--- src/rtl/smbmap_pkg.sv ---
package smbmap_pkg;

  // bank-0 indices with side effects on the block
  localparam logic [7:0] REG_CTRL      = 8'h40;
  localparam logic [7:0] REG_MAIN_ADDR = 8'h48;
  localparam logic [7:0] REG_AUX_CFG   = 8'h4A;
  // upper nibble of the index window that reaches a sensor bank
  localparam logic [3:0] AUX_WINDOW    = 4'h5;
  localparam int         INIT_BIT      = 7;
  localparam int         NUM_AUX       = 2;
  localparam int         PAIR_IDX_W    = 3;

  typedef enum logic [2:0] {
    K_SEND = 3'd0,
    K_RECV = 3'd1,
    K_WRB  = 3'd2,
    K_RDB  = 3'd3,
    K_WRW  = 3'd4,
    K_RDW  = 3'd5,
    K_RSV6 = 3'd6,
    K_RSV7 = 3'd7
  } txn_kind_e;

  typedef enum logic [1:0] {
    SLOT_NONE,
    SLOT_MAIN,
    SLOT_AUX1,
    SLOT_AUX2
  } slot_e;

  typedef enum logic [1:0] {
    RSP_ZERO,
    RSP_BYTE,
    RSP_DUP,
    RSP_PAIR
  } rsp_mode_e;

  typedef enum logic [1:0] {
    SRC_RAM,
    SRC_FLOP,
    SRC_AUX
  } byte_src_e;

  // sensor pair selected by a word command's low two bits
  function automatic logic [PAIR_IDX_W-1:0] pair_first(input logic [1:0] sel);
    case (sel)
      2'd0:    return 3'd0;
      2'd1:    return 3'd2;
      2'd2:    return 3'd3;
      default: return 3'd5;
    endcase
  endfunction

  function automatic logic [PAIR_IDX_W-1:0] pair_second(input logic [1:0] sel);
    case (sel)
      2'd0:    return 3'd1;
      2'd1:    return 3'd2;
      2'd2:    return 3'd4;
      default: return 3'd6;
    endcase
  endfunction

  function automatic logic pair_single(input logic [1:0] sel);
    return sel == 2'd1;
  endfunction

endpackage

--- src/rtl/smbmap_match.sv ---
module smbmap_match
  import smbmap_pkg::*;
#(
  parameter int                ADDR_W   = 7,
  parameter logic [ADDR_W-1:0] AUX_BASE = 7'h48
) (
  input  logic [ADDR_W-1:0] addr,
  input  logic [ADDR_W-1:0] main_addr,
  input  logic [7:0]        aux_cfg,
  output slot_e             slot
);

  logic [NUM_AUX-1:0] aux_hit;

  for (genvar g = 0; g < NUM_AUX; g++) begin : g_aux
    logic [2:0]        field;
    logic              off;
    logic [ADDR_W-1:0] slot_addr;
    assign field     = aux_cfg[4*g +: 3];
    assign off       = aux_cfg[4*g + 3];
    assign slot_addr = AUX_BASE + ADDR_W'(field);
    assign aux_hit[g] = !off && (addr == slot_addr);
  end

  always_comb begin
    if (addr == main_addr)  slot = SLOT_MAIN;
    else if (aux_hit[0])    slot = SLOT_AUX1;
    else if (aux_hit[1])    slot = SLOT_AUX2;
    else                    slot = SLOT_NONE;
  end

endmodule

--- src/rtl/smbmap_ram.sv ---
module smbmap_ram #(
  parameter int IDX_W  = 8,
  parameter int DATA_W = 8
) (
  input  logic              clk,
  input  logic              we,
  input  logic [IDX_W-1:0]  waddr,
  input  logic [DATA_W-1:0] wdata,
  input  logic [IDX_W-1:0]  raddr,
  output logic [DATA_W-1:0] rdata
);

  localparam int DEPTH = 1 << IDX_W;

  logic [DATA_W-1:0] mem [DEPTH];

  always_ff @(posedge clk) begin
    if (we) mem[waddr] <= wdata;
    rdata <= mem[raddr];
  end

endmodule

--- src/rtl/smbmap_auxbank.sv ---
module smbmap_auxbank #(
  parameter int DEPTH  = 8,
  parameter int DATA_W = 8,
  parameter int NRD    = 3,
  localparam int IDX_W = $clog2(DEPTH)
) (
  input  logic                       clk,
  input  logic                       rst,
  input  logic                       clr,
  input  logic                       we_a,
  input  logic [IDX_W-1:0]           idx_a,
  input  logic [DATA_W-1:0]          dat_a,
  input  logic                       we_b,
  input  logic [IDX_W-1:0]           idx_b,
  input  logic [DATA_W-1:0]          dat_b,
  input  logic [NRD-1:0][IDX_W-1:0]  ridx,
  output logic [NRD-1:0][DATA_W-1:0] rdat
);

  logic [DATA_W-1:0] regs [DEPTH];

  always_ff @(posedge clk) begin
    if (rst || clr) begin
      for (int i = 0; i < DEPTH; i++) regs[i] <= '0;
    end else begin
      if (we_a) regs[idx_a] <= dat_a;
      if (we_b) regs[idx_b] <= dat_b;
    end
  end

  for (genvar r = 0; r < NRD; r++) begin : g_rd
    assign rdat[r] = regs[ridx[r]];
  end

endmodule

--- src/rtl/smbmap_top.sv ---
module smbmap_top
  import smbmap_pkg::*;
#(
  parameter int                ADDR_W        = 7,
  parameter int                IDX_W         = 8,
  parameter int                DATA_W        = 8,
  parameter int                AUX_DEPTH     = 8,
  parameter logic [DATA_W-1:0] MAIN_ADDR_RST = 8'h2D,
  parameter logic [ADDR_W-1:0] AUX_BASE      = 7'h48,
  parameter logic [DATA_W-1:0] AUX_CFG_RST   = 8'h01,
  parameter logic [DATA_W-1:0] CTRL_RST      = 8'h08
) (
  input  logic                clk,
  input  logic                rst,
  input  logic                txn_valid,
  input  logic [ADDR_W-1:0]   txn_addr,
  input  logic [2:0]          txn_kind,
  input  logic [IDX_W-1:0]    txn_cmd,
  input  logic [2*DATA_W-1:0] txn_wdata,
  output logic                rsp_valid,
  output logic                rsp_match,
  output logic [2*DATA_W-1:0] rsp_rdata
);

  localparam int AUX_IDX_W = $clog2(AUX_DEPTH);
  localparam int NRD       = 3;

  // control state
  logic [DATA_W-1:0] main_raw;
  logic [ADDR_W-1:0] main_addr;
  logic [DATA_W-1:0] aux_cfg;
  logic [DATA_W-1:0] ctrl;
  logic [IDX_W-1:0]  ptr;

  assign main_addr = main_raw[ADDR_W-1:0];

  txn_kind_e kind;
  slot_e     slot;
  logic      hit;
  logic      is_main;
  logic      aux_sel;

  assign kind    = txn_kind_e'(txn_kind);
  assign hit     = txn_valid && (slot != SLOT_NONE);
  assign is_main = (slot == SLOT_MAIN);
  assign aux_sel = (slot == SLOT_AUX2);

  smbmap_match #(
    .ADDR_W   (ADDR_W),
    .AUX_BASE (AUX_BASE)
  ) i_match (
    .addr      (txn_addr),
    .main_addr (main_addr),
    .aux_cfg   (aux_cfg),
    .slot      (slot)
  );

  // ---------------- write side ----------------
  logic              b0_we;
  logic [DATA_W-1:0] b0_dat;
  logic              init_req;
  logic              auxw;
  logic [1:0]        psel;

  assign b0_we    = hit && ((kind == K_WRB) || ((kind == K_WRW) && is_main));
  assign b0_dat   = txn_wdata[DATA_W-1:0];
  assign init_req = b0_we && (txn_cmd == REG_CTRL) && b0_dat[INIT_BIT];
  assign auxw     = hit && (kind == K_WRW) && !is_main;
  assign psel     = txn_cmd[1:0];

  always_ff @(posedge clk) begin
    if (rst) begin
      main_raw <= MAIN_ADDR_RST;
      aux_cfg  <= AUX_CFG_RST;
      ctrl     <= CTRL_RST;
      ptr      <= '0;
    end else begin
      if (hit && (kind == K_SEND)) ptr <= txn_cmd;
      if (b0_we) begin
        case (txn_cmd)
          REG_MAIN_ADDR: main_raw <= b0_dat;
          REG_AUX_CFG:   aux_cfg  <= b0_dat;
          REG_CTRL: begin
            if (b0_dat[INIT_BIT]) begin
              ctrl    <= CTRL_RST;
              aux_cfg <= AUX_CFG_RST;
            end else begin
              ctrl <= b0_dat;
            end
          end
          default: ;
        endcase
      end
    end
  end

  // ---------------- storage ----------------
  logic [IDX_W-1:0]  rd_idx;
  logic [DATA_W-1:0] ram_rd;

  assign rd_idx = (kind == K_RECV) ? ptr : txn_cmd;

  smbmap_ram #(
    .IDX_W  (IDX_W),
    .DATA_W (DATA_W)
  ) i_ram (
    .clk   (clk),
    .we    (b0_we),
    .waddr (txn_cmd),
    .wdata (b0_dat),
    .raddr (rd_idx),
    .rdata (ram_rd)
  );

  logic [NRD-1:0][AUX_IDX_W-1:0] bank_ridx;
  logic [NRD-1:0][DATA_W-1:0]    bank_rdat [NUM_AUX];

  assign bank_ridx[0] = rd_idx[AUX_IDX_W-1:0];
  assign bank_ridx[1] = AUX_IDX_W'(pair_first(psel));
  assign bank_ridx[2] = AUX_IDX_W'(pair_second(psel));

  for (genvar g = 0; g < NUM_AUX; g++) begin : g_bank
    logic sel_me;
    assign sel_me = auxw && (aux_sel == 1'(g));
    smbmap_auxbank #(
      .DEPTH  (AUX_DEPTH),
      .DATA_W (DATA_W),
      .NRD    (NRD)
    ) i_bank (
      .clk   (clk),
      .rst   (rst),
      .clr   (init_req),
      .we_a  (sel_me),
      .idx_a (AUX_IDX_W'(pair_first(psel))),
      .dat_a (pair_single(psel) ? txn_wdata[DATA_W-1:0] : txn_wdata[2*DATA_W-1:DATA_W]),
      .we_b  (sel_me && !pair_single(psel)),
      .idx_b (AUX_IDX_W'(pair_second(psel))),
      .dat_b (txn_wdata[DATA_W-1:0]),
      .ridx  (bank_ridx),
      .rdat  (bank_rdat[g])
    );
  end

  // ---------------- read side, stage 1 ----------------
  logic [NRD-1:0][DATA_W-1:0] sel_rdat;
  logic [DATA_W-1:0]          flop_val;
  logic                       flop_hit;
  logic                       in_window;
  rsp_mode_e                  mode_c;
  byte_src_e                  src_c;

  assign sel_rdat  = aux_sel ? bank_rdat[1] : bank_rdat[0];
  assign in_window = (rd_idx[IDX_W-1:IDX_W-4] == AUX_WINDOW);

  always_comb begin
    flop_hit = 1'b1;
    case (rd_idx)
      REG_CTRL:      flop_val = ctrl;
      REG_MAIN_ADDR: flop_val = main_raw;
      REG_AUX_CFG:   flop_val = aux_cfg;
      default: begin
        flop_val = '0;
        flop_hit = 1'b0;
      end
    endcase
  end

  always_comb begin
    mode_c = RSP_ZERO;
    src_c  = flop_hit ? SRC_FLOP : SRC_RAM;
    if (hit) begin
      case (kind)
        K_RECV, K_RDB: begin
          mode_c = RSP_BYTE;
          if (!is_main && in_window) src_c = SRC_AUX;
        end
        K_RDW: mode_c = is_main ? RSP_DUP : RSP_PAIR;
        default: mode_c = RSP_ZERO;
      endcase
    end
  end

  logic              s1_valid;
  logic              s1_match;
  rsp_mode_e         s1_mode;
  byte_src_e         s1_src;
  logic [DATA_W-1:0] s1_flop;
  logic [DATA_W-1:0] s1_auxb;
  logic [DATA_W-1:0] s1_lo;
  logic [DATA_W-1:0] s1_hi;

  always_ff @(posedge clk) begin
    if (rst) begin
      s1_valid <= 1'b0;
      s1_match <= 1'b0;
      s1_mode  <= RSP_ZERO;
      s1_src   <= SRC_RAM;
      s1_flop  <= '0;
      s1_auxb  <= '0;
      s1_lo    <= '0;
      s1_hi    <= '0;
    end else begin
      s1_valid <= txn_valid;
      s1_match <= hit;
      s1_mode  <= mode_c;
      s1_src   <= src_c;
      s1_flop  <= flop_val;
      s1_auxb  <= sel_rdat[0];
      s1_lo    <= sel_rdat[1];
      s1_hi    <= sel_rdat[2];
    end
  end

  // ---------------- stage 2, registered response ----------------
  logic [DATA_W-1:0] s1_byte;

  always_comb begin
    case (s1_src)
      SRC_FLOP: s1_byte = s1_flop;
      SRC_AUX:  s1_byte = s1_auxb;
      default:  s1_byte = ram_rd;
    endcase
  end

  always_ff @(posedge clk) begin
    if (rst) begin
      rsp_valid <= 1'b0;
      rsp_match <= 1'b0;
      rsp_rdata <= '0;
    end else begin
      rsp_valid <= s1_valid;
      rsp_match <= s1_valid && s1_match;
      case (s1_mode)
        RSP_BYTE: rsp_rdata <= {{DATA_W{1'b0}}, s1_byte};
        RSP_DUP:  rsp_rdata <= {s1_byte, s1_byte};
        RSP_PAIR: rsp_rdata <= {s1_hi, s1_lo};
        default:  rsp_rdata <= '0;
      endcase
    end
  end

endmodule

--- config.mk ---
export PLATFORM = sky130hd
export DESIGN_NAME = smbmap_top
export DESIGN_NICKNAME = d
export VERILOG_FILES = /design/src/rtl/smbmap_pkg.sv /design/src/rtl/smbmap_match.sv /design/src/rtl/smbmap_ram.sv /design/src/rtl/smbmap_auxbank.sv /design/src/rtl/smbmap_top.sv
export SDC_FILE = /design/constraint.sdc
export NUM_CORES = 2
export LEC_CHECK = 0
export ABC_AREA = 1
export ABC_CLOCK_PERIOD_IN_PS = 7220
export BUFFER_PORTS_ARGS = -buffer_cell sky130_fd_sc_hd__buf_2
export CAP_MARGIN = 20
export CORE_MARGIN = 2
export CORE_UTILIZATION = 52
export DETAILED_ROUTE_END_ITERATION = 16
export HOLD_SLACK_MARGIN = 0.05
export PLACE_DENSITY = 0.66
export REMOVE_ABC_BUFFERS = 1
export SETUP_SLACK_MARGIN = 0.15
export SYNTH_ARGS = -nofsm -noshare
export SYNTH_HDL_FRONTEND = slang
export SYNTH_SLANG_ARGS = --single-unit
--- constraint.sdc ---
create_clock -name clk -period 7.22 [get_ports clk]
set_input_delay 1.444 -clock clk [delete_from_list [all_inputs] [get_ports clk]]
set_output_delay 1.444 -clock clk [all_outputs]
set_load 0.005 [all_outputs]
Yosys cells after proc, flatten, opt, wreduce, memory -nomap -nowiden
Memories as Yosys holds them, arrays and structs flattened. A register that Yosys moved wholly into a read port is not among the register bits.
Cells that the tools add are included.
W data, S select, Z words.
Storage, ports and cells
  register bits: 88
  output and inout port bits: 18
  bits of input ports: 37
  word-level logic and storage cells: 132
  memories kept: 3
  RAM bits: 2176
Cells by class
  reduce and logical (&&, ||, !) cells: 36
  bitwise gates (word level): 2
  eq/ne operators: 25
  muxes and demuxes: 49
  add/sub/neg operators: 2
Memories
  i_ram.mem: depth 256, bits a word 8, rd ports 1, clocked after Yosys merged registers in 1, wr ports 1, RTL line smbmap_ram.sv:15  | logic [DATA_W-1:0] mem [DEPTH];
  g_bank[0].i_bank.regs: depth 8, bits a word 8, rd ports 3, clocked after Yosys merged registers in 0, wr ports 8, RTL line smbmap_auxbank.sv:20  | logic [DATA_W-1:0] regs [DEPTH];
  g_bank[1].i_bank.regs: depth 8, bits a word 8, rd ports 3, clocked after Yosys merged registers in 0, wr ports 8, RTL line smbmap_auxbank.sv:20
Operators by type and width (number)
  $mux W8: 7
  $eq A8 B7 Y1 const B: 6
  $pmux W16 S3: 1
  $pmux W8 S2: 2
  $reduce_or A8 Y1: 4
  $mux W24: 1
  $pmux W8 S3: 1
  $mux W1: 23
  $eq A7 B7 Y1: 3
  $pmux W3 S3: 2
  $logic_and A1 B1 Y1: 16
  $add A7 B3 Y7 const A: 2
  $mux W2: 6
  $mux W3: 4
  $eq A2 B2 Y1 const B: 5
  $eq A2 B1 Y1 const B: 4
  $mux W7: 1
  $eq A3 B2 Y1 const B: 2
  $eq A3 B3 Y1 const B: 2
  $eq A4 B3 Y1 const B: 1
  $logic_not A1 Y1: 4
  $pmux W2 S2: 1
  $reduce_and A2 Y1: 2
  $reduce_bool A2 Y1: 2
  other kinds (9): 12

Logic depth before layout (Yosys ltp)
  word-level depth: 17
  gate-level depth with buffers: 20
  mapped depth without buffers: 18

By module
A second synthesis with hierarchy kept.
Unflattened totals
  cells, all modules: 9353
  area total of the unflattened synthesis: 98413.1 um^2
By module, submodules not included
  smbmap_ram: cells an instance 7003, instances 1, seq. area each 61659.1 um^2, area an instance 83396.2 um^2
  smbmap_auxbank (g_bank[1].i_bank): cells an instance 863, instances 1, seq. area each 1921.8 um^2, area an instance 5432.7 um^2
  smbmap_auxbank (g_bank[0].i_bank): cells an instance 863, instances 1, seq. area each 1921.8 um^2, area an instance 5422.7 um^2
  smbmap_top: cells an instance 569, instances 1, seq. area each 1741.7 um^2, area an instance 3902.5 um^2
  smbmap_match: cells an instance 55, instances 1, seq. area each 0.0 um^2, area an instance 259.0 um^2

Least setup slack after synthesis
No wires, ideal clock.
  kind: input -> register
  start point: in txn_cmd[0]
  end point: mem g_bank[0].i_bank.regs[0][0] (enable)
  slack: 3.546 ns
  required time: 6.891 ns
  library setup time: 0.329 ns
  cell stages on the path: 10
  path buffers: 2
  arrival time: 3.345 ns
  cells stage by stage: inv_1 > ha_1 > clkbuf_1 > nand2_1 > nor2_1 > nand4_1 > nand2_1 > clkinv_1 > clkbuf_1 > nand2_1
RTL lines
  start: declaration: RTL line smbmap_top.sv:18  | input logic [IDX_W-1:0] txn_cmd,
  end: declaration: RTL line smbmap_auxbank.sv:20

Worst setup path in the final report
  start point: in txn_addr[0]
  end point: mem i_ram.mem[216][0] (enable)
On the way
  cells in the longest elaborated chain, start to end: 11
  elaborated cells between the ends (all ways): 16
  those cells by class: eq/ne: 4; mux: 5; reduce/logical: 7
RTL lines
  start: declaration: RTL line smbmap_top.sv:16  | input logic [ADDR_W-1:0] txn_addr,
  $eq A7 B7 Y1: RTL line smbmap_match.sv:22  | assign aux_hit[g] = !off && (addr == slot_addr);
  $logic_and A1 B1 Y1: RTL line smbmap_match.sv:22
  $mux W2: RTL line smbmap_match.sv:28  | else if (aux_hit[1]) slot = SLOT_AUX2;
  $mux W2: RTL line smbmap_match.sv:27  | else if (aux_hit[0]) slot = SLOT_AUX1;
  $mux W2 *: RTL line smbmap_match.sv:26  | if (addr == main_addr) slot = SLOT_MAIN;
  $eq A2 B1 Y1: RTL line smbmap_top.sv:45  | assign is_main = (slot == SLOT_MAIN);
  $logic_and A1 B1 Y1: RTL line smbmap_top.sv:65  | assign b0_we = hit && ((kind == K_WRB) || ((kind == K_WRW) && is_main));
  $logic_or A1 B1 Y1: RTL line smbmap_top.sv:65
  $logic_and A1 B1 Y1 *: RTL line smbmap_top.sv:65
  $mux W1 *: RTL line smbmap_ram.sv:18  | if (we) mem[waddr] <= wdata;
  $mux W1 (implied by the code) *: RTL line smbmap_ram.sv:18
  end: declaration: RTL line smbmap_ram.sv:15
Mark *: on every way between the ends. The rest lies on a longest branch, timed or not.

==> flow_metrics.env <==
export IMPL_status="complete, no violations"
export IMPL_path_class="input port to register"
export IMPL_largest_reg_flops=2048
export IMPL_initial_core_util_pct=52.2
export IMPL_core_area_um2=194000
export IMPL_track_usage_pct=29.6
export IMPL_end_kind="register"
export IMPL_cts_max_level=4
export IMPL_numPortBuffers=54
export IMPL_setup_viol=0
export IMPL_gp_congestion=0.943
export IMPL_slew_headroom_pct=17.7
export IMPL_fmax_mhz=210
export IMPL_post_route_period_util_pct=65.9
export IMPL_final_nets=10100
export IMPL_synth_seq_cells=2271
export IMPL_grt_pass1_vias=69800
export IMPL_die_w_um=446
export IMPL_finalSetupTns_ps=0
export IMPL_synth_async_reset_ratio_pct=0
export IMPL_drcViolationCount=0
export IMPL_slowest_delay_ps=780
export IMPL_post_route_min_period_ps=4760
export IMPL_synth_ff_type="edfxtp_1"
export IMPL_num_io_pins=55
export IMPL_yosysSeqAreaShare_pct=66.3
export IMPL_antenna_found_initial=12
export IMPL_hold_viol_final=0
export IMPL_cts_sinks=2271
export IMPL_ys_warn_count=0
export IMPL_slew_violations=0
export IMPL_fin_worst_skew_ps=25.4
export IMPL_synth_edf_count=2176
export IMPL_dieArea_um2=199000
export IMPL_min_from="s1_match"
export IMPL_hold_path_class="register to register"
export IMPL_clk_path_buf_depth=3
export IMPL_clkTransAtPathRegs_ps=60
export IMPL_fin_util_pct=57.5
export IMPL_cp_slowest_cell="nand2_1"
export IMPL_total_power_uw=28900
export IMPL_dp_hpwl_um=175000
export IMPL_die_y_um=446
export IMPL_wl_per_cell_um=23.3
export IMPL_holdWs_ps=416
export IMPL_synth_area_um2=101000
export IMPL_grt_start_max_net_pins=165
export IMPL_leakagePower_uw=0.0449
export IMPL_cts_made_buffers=226
export IMPL_wirelength_um=298000
export IMPL_ff_latch_area_um2=67200
export IMPL_worstPathArrival_ps=5250
export IMPL_avgSynthCellArea_um2=9.96
export IMPL_dr_first_iter_drc_count=9517
export IMPL_via_per_inst=5.71
export IMPL_cp_max_fo=16
export IMPL_cp_start_kind="input port"
export IMPL_grt_pass1_wl_um=440000
export IMPL_drive_above_1_share_pct=5.71
export IMPL_maxCapViolCount=0
export IMPL_rsz0062_at_grt="no"
export IMPL_rr_startpoint="main_raw[0]"
export IMPL_critPathRequiredTime_ps=7710
export IMPL_tritoncts="done"
export IMPL_cp_startpoint="txn_addr[0]"
export IMPL_worstSkewPairLatency_ps=880
export IMPL_tightestPinTransition_ps=1230
export IMPL_row_count=162
export IMPL_peakVddDrop_mv=0.218
export IMPL_cellPowerDensity_nw_per_um2=259
export IMPL_drt_pass1_iterations=13
export IMPL_top_regs="i_ram.mem (2048), g_bank.i_bank.regs (128), rsp_rdata (16)"
export IMPL_rrSetupSlack_ps=2820
export IMPL_gr_total_overflow=0
export IMPL_cts_setup_buffers=0
export IMPL_dr_total_vias=73100
export IMPL_syn_to_final_growth_pct=10.1
export IMPL_netlist_instances=10200
export IMPL_ctsHoldBuffers=0
export IMPL_clockRootBuffer="clkbuf_16"
export IMPL_synth_cell_types=39
export IMPL_regMostFlops="i_ram.mem"
export IMPL_multi_input_area_um2=26400
export IMPL_fill_cells=16200
export IMPL_crit_chain="buf_2, xnor2_1, nand4_1, nor2_2, nor2_1, nor2_2, nand2_1, buf_16, nor3_2, nand2_1, nor2_1"
export IMPL_ant_nets=0
export IMPL_post_cts_resize_count=0
area by class of cell:
class	instances	share of cell area (%)
clock buffer	271	5.31
clock inverter	154	1.41
timing repair buffer	211	1.81
multi-input combinational	5926	23.6
antenna	6	0.0134
tap	2542	2.85
inverter	1422	4.78
sequential	2271	60.2
worst max-delay path, delay by kind of cell:
| kind | cells | cell delay (ps) |
|---|---|---|
| XOR/XNOR | 1 | 230 |
| buffers and inverters | 2 | 380 |
| AND/OR/NAND/NOR | 8 | 3160 |
where the power goes:
part	internal, uW	switching, uW
Clock	6820	5090
Sequential	14500	45.6
Combinational	571	1890
kinds of logic (layout without fill, tap and decap cells):
logic type / after synthesis / in the layout / synth area share (%)
DFF: 2271 / 2271 / 66.3
buffers and inverters: 1992 / 2058 / 7.90
xor gates and xnor gates: 6 / 6 / 0.0518
and+or+nand+nor: 4968 / 4968 / 20.6
adders and majority gates: 10 / 10 / 0.123
AOI/OAI and AO/OA: 942 / 942 / 5.09
other: 0 / 6 / 0
synthesized netlist by cell type (4+ instances only):
library cell	number	area share, %
a21oi_1	334	1.6
o21ai_0	419	2.1
buf_1	22	0.081
buf_6	5	0.055
xnor2_1	6	0.052
nand4_1	28	0.17
nand3b_1	222	1.6
nor2_2	6	0.037
nand2_1	2882	11
ha_1	10	0.12
nand2_2	4	0.025
o22ai_1	29	0.18
clkbuf_1	199	0.74
inv_2	7	0.026
nand3_1	954	4.7
nor2_1	843	3.1
o211ai_1	93	0.69
buf_4	29	0.21
o221ai_1	17	0.15
a211oi_1	7	0.052
edfxtp_1	2176	64
nor3_1	21	0.10
clkinv_1	14	0.052
buf_2	315	1.6
inv_1	1401	5.2
o21ai_1	23	0.11
dfxtp_1	95	1.9
o311a_1	7	0.069
a221o_1	7	0.069
through the flow:
stage / cell area (um2) / cells / worst slack, ps
after global routing: 112000 / 12800 / 2420
final: 112000 / 12800 / 2460
after detailed placement: 104000 / 12400 / 1210
after global placement: 104000 / 12400 / 1350
after CTS: 112000 / 12800 / 2110
after floorplan: 98800 / 9619 / -16390
cells in the final DEF (no fill, tap or decap), types with 9 or more instances in the layout:
master,Yosys,layout
nand4_1,28,28
o21ai_1,23,21
a21oi_1,334,334
clkbuf_1,199,38
clkinv_1,14,75
nand2_1,2882,2876
o22ai_1,29,29
inv_1,1401,1401
bufinv_16,0,27
nor2_1,843,837
ha_1,10,9
nor3_1,21,20
clkinv_2,0,41
buf_4,29,111
o211ai_1,93,93
clkbuf_16,0,229
nand3b_1,222,222
dfxtp_1,95,95
nand3_1,954,949
edfxtp_1,2176,2176
buf_2,315,51
o221ai_1,17,17
buf_12,0,39
o21ai_0,419,419
worst paths after layout:
path,endpoint,cells past startpoint
min,rsp_match,2
min reg2reg,rsp_match,2
max reg2reg,i_ram.mem[216][0],10
max,i_ram.mem[216][0],11
metal layers:
metal  vias up  GRT usage (%)  wire length, um
li1      33300              -                -
met1     34900           40.5           116000
met2      4131           46.9           137000
met3       746           5.51            32400
met4         6           12.3            13000
met5         -              0               34
No activity file was read; power rests on OpenSTA's default activity.
